==> src/rtl/i2c_am_pkg.sv <==
package i2c_am_pkg;
  typedef enum logic [2:0] {
    ST_IDLE,
    ST_ADDR,
    ST_ADDR2,
    ST_GCDATA,
    ST_DATA,
    ST_SKIP
  } am_state_e;

  localparam logic [4:0] TEN_PREFIX = 5'b11110;
  localparam logic [7:0] GC_BYTE    = 8'h00;
  localparam int unsigned IRQ_N     = 4;
endpackage

==> src/rtl/am_addr_cmp.sv <==
module am_addr_cmp #(
  parameter int unsigned NUM_ADDR = 4,
  parameter int unsigned AW       = 7
) (
  input  logic [7:0]             rx_byte,
  input  logic [NUM_ADDR*AW-1:0] addr_tbl,
  output logic                   hit
);
  logic [NUM_ADDR-1:0] eq;

  for (genvar i = 0; i < NUM_ADDR; i++) begin : g_cmp
    assign eq[i] = (rx_byte[7:8-AW] == addr_tbl[i*AW +: AW]);
  end

  assign hit = |eq;
endmodule

==> src/rtl/am_ten_cmp.sv <==
module am_ten_cmp
  import i2c_am_pkg::*;
#(
  parameter int unsigned AW10 = 10
) (
  input  logic [7:0]      rx_byte,
  input  logic [AW10-1:0] addr10,
  output logic            hi_wr,
  output logic            hi_rd,
  output logic            lo_eq
);
  logic hi_match;

  assign hi_match = (rx_byte[7:3] == TEN_PREFIX) &&
                    (rx_byte[2:1] == addr10[AW10-1:AW10-2]);
  assign hi_wr = hi_match && !rx_byte[0];
  assign hi_rd = hi_match && rx_byte[0];
  assign lo_eq = (rx_byte == addr10[7:0]);
endmodule

==> src/rtl/am_gc_track.sv <==
module am_gc_track (
  input  logic clk,
  input  logic rst,
  input  logic gc_set,
  input  logic hgc_set,
  input  logic clr,
  output logic status,
  output logic id
);
  always_ff @(posedge clk) begin
    if (rst || clr) begin
      status <= 1'b0;
      id     <= 1'b0;
    end else if (gc_set) begin
      status <= 1'b1;
      id     <= 1'b0;
    end else if (hgc_set) begin
      id     <= 1'b1;
    end
  end
endmodule

==> src/rtl/am_irq.sv <==
module am_irq #(
  parameter int unsigned N = 4
) (
  input  logic         clk,
  input  logic         rst,
  input  logic [N-1:0] ev,
  input  logic [N-1:0] en,
  output logic [N-1:0] irq
);
  for (genvar i = 0; i < N; i++) begin : g_irq
    always_ff @(posedge clk) begin
      if (rst) irq[i] <= 1'b0;
      else     irq[i] <= ev[i] && en[i];
    end
  end
endmodule

==> src/rtl/i2c_tgt_addr_match.sv <==
module i2c_tgt_addr_match
  import i2c_am_pkg::*;
#(
  parameter int unsigned NUM_ADDR = 4,
  parameter int unsigned AW7      = 7,
  parameter int unsigned AW10     = 10,
  localparam int unsigned TBL_W   = NUM_ADDR * AW7
) (
  input  logic             clk,
  input  logic             rst,
  input  logic [7:0]       rx_byte,
  input  logic             byte_done,
  input  logic             ack_slot_end,
  input  logic             start_det,
  input  logic             rstart_det,
  input  logic             stop_det,
  input  logic             cfg_ten_bit,
  input  logic             cfg_gc_en,
  input  logic             cfg_hgc_en,
  input  logic             cfg_early_tx,
  input  logic             nack_next_set,
  input  logic             gc_clr,
  input  logic [3:0]       irq_en,
  input  logic [TBL_W-1:0] tgt_addr,
  input  logic [AW10-1:0]  tgt_addr10,
  input  logic [7:0]       alt_addr,
  output logic             ack_vld,
  output logic             ack_ok,
  output logic             addressed,
  output logic             rd_dir,
  output logic             rx_req,
  output logic             tx_req,
  output logic             gc_status,
  output logic             gc_id,
  output logic             nack_next,
  output logic [3:0]       irq
);
  am_state_e state, nx_state;
  logic ten_rd_ok, skip_tx;
  logic nx_addr, nx_rd, nx_tenrd, nx_skip;
  logic d_vld, d_ack, d_rx, d_tx, consume, gc_set, hgc_set;
  logic hit7, hi_wr, hi_rd, lo_eq;
  logic is_gc, m7, mten_w, mten_r, hit_any;

  am_addr_cmp #(.NUM_ADDR(NUM_ADDR), .AW(AW7)) u_cmp7 (
    .rx_byte(rx_byte), .addr_tbl(tgt_addr), .hit(hit7)
  );

  am_ten_cmp #(.AW10(AW10)) u_cmp10 (
    .rx_byte(rx_byte), .addr10(tgt_addr10),
    .hi_wr(hi_wr), .hi_rd(hi_rd), .lo_eq(lo_eq)
  );

  assign is_gc   = cfg_gc_en && (rx_byte == GC_BYTE);
  assign m7      = !cfg_ten_bit && hit7;
  assign mten_w  = cfg_ten_bit && hi_wr;
  assign mten_r  = cfg_ten_bit && hi_rd && ten_rd_ok;
  assign hit_any = is_gc || m7 || mten_w || mten_r;

  always_comb begin
    nx_state = state;
    nx_addr  = addressed;
    nx_rd    = rd_dir;
    nx_tenrd = ten_rd_ok;
    nx_skip  = skip_tx;
    d_vld    = 1'b0;
    d_ack    = 1'b0;
    d_rx     = 1'b0;
    d_tx     = 1'b0;
    consume  = 1'b0;
    gc_set   = 1'b0;
    hgc_set  = 1'b0;
    if (stop_det) begin
      nx_state = ST_IDLE;
      nx_addr  = 1'b0;
      nx_rd    = 1'b0;
      nx_tenrd = 1'b0;
      nx_skip  = 1'b0;
    end else if (start_det || rstart_det) begin
      nx_state = ST_ADDR;
      nx_addr  = 1'b0;
      nx_rd    = 1'b0;
      nx_skip  = 1'b0;
      if (start_det) nx_tenrd = 1'b0;
    end else if (ack_slot_end) begin
      if (addressed && rd_dir) begin
        if (skip_tx) nx_skip = 1'b0;
        else         d_tx    = 1'b1;
      end
    end else if (byte_done) begin
      unique case (state)
        ST_ADDR: begin
          d_vld = 1'b1;
          if (!hit_any) begin
            nx_state = ST_SKIP;
          end else if (nack_next) begin
            consume  = 1'b1;
            nx_state = ST_SKIP;
          end else begin
            d_ack = 1'b1;
            if (is_gc) begin
              gc_set   = 1'b1;
              nx_addr  = 1'b1;
              nx_rd    = 1'b0;
              nx_state = cfg_hgc_en ? ST_GCDATA : ST_DATA;
            end else if (mten_w) begin
              nx_state = ST_ADDR2;
            end else begin
              nx_addr  = 1'b1;
              nx_rd    = rx_byte[0];
              nx_state = ST_DATA;
              if (rx_byte[0] && cfg_early_tx) begin
                d_tx    = 1'b1;
                nx_skip = 1'b1;
              end
            end
          end
        end
        ST_ADDR2: begin
          d_vld = 1'b1;
          if (lo_eq) begin
            d_ack    = 1'b1;
            nx_addr  = 1'b1;
            nx_rd    = 1'b0;
            nx_tenrd = 1'b1;
            nx_state = ST_DATA;
          end else begin
            nx_state = ST_SKIP;
          end
        end
        ST_GCDATA: begin
          d_vld    = 1'b1;
          d_ack    = 1'b1;
          d_rx     = 1'b1;
          hgc_set  = cfg_hgc_en && (rx_byte == alt_addr);
          nx_state = ST_DATA;
        end
        ST_DATA: begin
          if (!rd_dir) begin
            d_vld = 1'b1;
            d_ack = 1'b1;
            d_rx  = 1'b1;
          end
        end
        default: ;
      endcase
    end
  end

  always_ff @(posedge clk) begin
    if (rst) begin
      state     <= ST_IDLE;
      addressed <= 1'b0;
      rd_dir    <= 1'b0;
      ten_rd_ok <= 1'b0;
      skip_tx   <= 1'b0;
      nack_next <= 1'b0;
      ack_vld   <= 1'b0;
      ack_ok    <= 1'b0;
      rx_req    <= 1'b0;
      tx_req    <= 1'b0;
    end else begin
      state     <= nx_state;
      addressed <= nx_addr;
      rd_dir    <= nx_rd;
      ten_rd_ok <= nx_tenrd;
      skip_tx   <= nx_skip;
      nack_next <= (nack_next && !consume) || nack_next_set;
      ack_vld   <= d_vld;
      ack_ok    <= d_ack;
      rx_req    <= d_rx;
      tx_req    <= d_tx;
    end
  end

  am_gc_track u_gc (
    .clk(clk), .rst(rst), .gc_set(gc_set), .hgc_set(hgc_set),
    .clr(gc_clr), .status(gc_status), .id(gc_id)
  );

  am_irq #(.N(IRQ_N)) u_irq (
    .clk(clk), .rst(rst),
    .ev({d_tx, d_rx, stop_det, rstart_det}),
    .en(irq_en), .irq(irq)
  );
endmodule

==> config.mk <==
export PLATFORM = sky130hd
export DESIGN_NAME = i2c_tgt_addr_match
export DESIGN_NICKNAME = d
export VERILOG_FILES = /design/src/rtl/i2c_am_pkg.sv /design/src/rtl/am_addr_cmp.sv /design/src/rtl/am_ten_cmp.sv /design/src/rtl/am_gc_track.sv /design/src/rtl/am_irq.sv /design/src/rtl/i2c_tgt_addr_match.sv
export SDC_FILE = /design/constraint.sdc
export NUM_CORES = 1
export LEC_CHECK = 0
export BUFFER_PORTS_ARGS = -buffer_cell sky130_fd_sc_hd__buf_2
export CAP_MARGIN = 20
export CORE_UTILIZATION = 40
export DETAILED_ROUTE_END_ITERATION = 10
export PLACE_DENSITY_LB_ADDON = 0.3
export SYNTH_ARGS = -nofsm -noshare
export SYNTH_HDL_FRONTEND = slang
export SYNTH_HIERARCHICAL = 1
export SYNTH_SLANG_ARGS = --single-unit
export TNS_END_PERCENT = 5
==> constraint.sdc <==
create_clock -name clk -period 4.7 [get_ports clk]
set_clock_uncertainty 0.15 [all_clocks]
set_input_delay 0.705 -clock clk [delete_from_list [all_inputs] [get_ports clk]]
set_output_delay 0.705 -clock clk [all_outputs]
set_load 0.05 [all_outputs]
==> results.toml <==
[status]
status = "complete, no violations"

[synth]
synth_compound_area_share_pct = 11.5
synthAdderAreaFrac_pct = 0
synth-seq-area-share_pct = 23.9
netlist.area_leader.share_pct = 23.9
synth_top_cell_by_area = "dfxtp_1"
yosysWarnings = 6
synth_top_family_by_area = "simple AND/OR/NAND/NOR gates"
yosysUniqueCellTypes = 43
syn_nets = 250
synthSimpleGateAreaFrac_pct = 32.7
syn_area_per_cell_sq_um = 8.42
muxShareOfSynthArea_pct = 2.74
ys_seq_elements = 18
synth_xor_area_share_pct = 27.3
synth_area_sq_um = 1510
yosys-top-cells-area = "dfxtp_1, xnor2_1, xor2_1, nor2_1, nand4_1"
postSynthCellCount = 179

[clocking]
cts.sinks = 18
postCtsSetupBuffers = 0
cts_tree = "yes"
cts_resized = 0
htreeDepth = 1
cts_hold_buf = 0
cts.path.max_buffers = 2
cts.root.buffer_cell = "clkbuf_8"
insertion_delay_ns = 0.25
cts_buffers = 3
cts.clk_slew.worst_paths_ns = 0.06

[setup_path]
start_kind = "input port"
cp_slowest_cell = "or4_1"
r2r_end = "u_irq/irq[3]$_SDFF_PP0_"
worstPathCellList = "buf_2 > xor2_1 > or4_1 > nor2_1 > nand3_1 > o211a_1 > a211oi_1 > mux2i_1"
r2r-start = "state[0]$_SDFFE_PP0P_"
crit_path_end_kind = "flop"
critPathKind = "input port to flop"
arrival_ns = 2.62
regToRegSetupSlack_ns = 2.67
rr_worst_depth = 5
critPathRequiredTime_ns = 4.73
critPathMaxFanout = 8
slowest_delay_ns = 0.51

[timing]
fin_crit_sh_pct = 55.0
slew_viol_final = 0
fmaxAchievable_mhz = 387
grt_setup_unrepaired = "false"
period_minus_slack_ns = 2.58
hold_viol = 0
fin_tns_setup_ns = 0
max-slew-margin-rel_pct = 60.4
setup-violations-final = 0
worst_pin_slew_ns = 0.590

[layout]
stdcell_count = 310
n_antenna_cell = 0
final_common_cell = "buf_2"
final_area_sq_um = 2020
drive_gt1_share_pct = 36.4
top_register = "u_irq/irq"
final_cell_mix = "buf_2, xnor2_1, xor2_1"
nNetsFinal = 336
reg_top3 = "u_irq/irq (4), state (3)"
largest_register_ffs = 4
syn2layout_area_growth_pct = 33.9

[placed_design]
place_inst = 306
place.gp.congestion = 0.810
portBuffers = 83
dpl-instance-area_sq_um = 1960
place.detailed.hpwl_microns = 3350

[floorplanning]
top_level_ports = 84
row_count = 21
core_region_area_sq_um = 3470
die_area_sq_um = 4020
die_w_microns = 63.4
die_h_microns = 63.4
start_util_pct = 43.5

[global_route]
first_global_vias = 1681
overflow = 0
grt_antenna_before_repair = 0
grt_pass1_wl_microns = 7170
grt.total_usage_pct = 22.0
grt_max_degree = 15

[power_and_ir_drop]
powerDensity_nw_per_um2 = 194
ir_worst_vdd_v = 0.000230
total_power_uw = 392
p_leak_nw = 0.852

[drt]
drt_iter0_drc = 67
vias = 1615
first_pass_iters = 4
routedWlPerCell_microns = 13.5
antenna_left = 0
via_per_inst = 5.21
drt-total-wl_microns = 4190
drc = 0

[worst_hold_path]
min_from = "u_gc/status$_SDFFE_PP0P_"
hold_depth = 2
min_to = "u_gc/status$_SDFFE_PP0P_"
worstHoldPathType = "flop to flop"

[run]
cap_violations = 0
power breakdown:
| part | internal [mW] | switching [mW] |
|---|---|---|
| Combinational | 0.0539 | 0.0558 |
| Clock | 0.0744 | 0.0492 |
| Sequential | 0.154 | 0.00390 |
| Total | 0.283 | 0.109 |
cell usage after synthesis (all sizes together):
| cell | count |
|---|---|
| a2111oi | 1 |
| a211oi | 1 |
| a21boi | 1 |
| a21o | 1 |
| a21oi | 7 |
| a311oi | 2 |
| a31oi | 1 |
| a41o | 1 |
| and2 | 1 |
| and3b | 4 |
| and4 | 1 |
| buf | 2 |
| dfxtp | 18 |
| inv | 3 |
| mux2 | 1 |
| mux2i | 3 |
| nand2 | 11 |
| nand2b | 2 |
| nand3 | 6 |
| nand3b | 1 |
| nand4 | 8 |
| nand4b | 2 |
| nor2 | 18 |
| nor2b | 4 |
| nor3 | 6 |
| nor3b | 4 |
| nor4 | 11 |
| o211a | 1 |
| o21a | 2 |
| o21ai | 3 |
| o311a | 1 |
| o311ai | 1 |
| o41ai | 1 |
| or3b | 1 |
| or4 | 1 |
| xnor2 | 27 |
| xor2 | 20 |
kinds of logic (layout without fill, tap and decap cells):
logic type / after synthesis / after routing
buf+inv: 5 / 90
mux: 4 / 4
compound gates: 24 / 24
simple gates: 81 / 81
xor+xnor: 47 / 47
flops: 18 / 18
layer usage:
metal / wire length [microns] / up-vias / GRT usage, % / part of all wire, %
met5: 0 / - / 0 / 0
met4: 8 / 0 / 3.98 / 0.19
met3: 280 / 2 / 5.25 / 6.7
met2: 1910 / 65 / 35.9 / 46
met1: 1990 / 731 / 29.4 / 47
li1: - / 817 / - / -
critical path: cells and delay by family:
kind	cells	cell delay, ns
AND/OR/NAND/NOR	3	0.79
AO/OA/AOI/OAI	2	0.57
multiplexers	1	0.22
buffers and inverters	1	0.18
XOR/XNOR	1	0.16
per-stage QoR:
step	utilization (%)	hold slack [ns]	setup WS, ns
after floorplan	-	0.342	2.17
after global placement	56.6	0.329	1.90
after detailed placement	56.6	0.343	1.87
after CTS	58.2	0.355	2.13
after global routing	58.2	0.369	1.97
final	58.2	0.353	2.12
worst max path at each step:
stage                   from                     to  slack [ns]
2_1_floorplan  tgt_addr10[8]  state[0]$_SDFFE_PP0P_        2.17
3_3_place_gp      rx_byte[1]   nack_next$_SDFF_PP0_        1.90
3_5_place_dp      rx_byte[1]    rd_dir$_SDFFE_PP0P_        1.87
4_1_cts           rx_byte[1]    rd_dir$_SDFFE_PP0P_        2.13
5_1_grt           rx_byte[1]  state[1]$_SDFFE_PP0P_        1.97
6_report          rx_byte[1]    rd_dir$_SDFFE_PP0P_        2.12
cell type report:
| type | instances | area (sq um) |
|---|---|---|
| clock buffer | 4 | 55.1 |
| tap | 46 | 57.6 |
| inverter | 3 | 11.3 |
| sequential | 18 | 360 |
| fill | 337 | 1450 |
| timing repair buffer | 83 | 415 |
| multi-input combinational | 156 | 1120 |
Power figures use the tool's default switching activity.
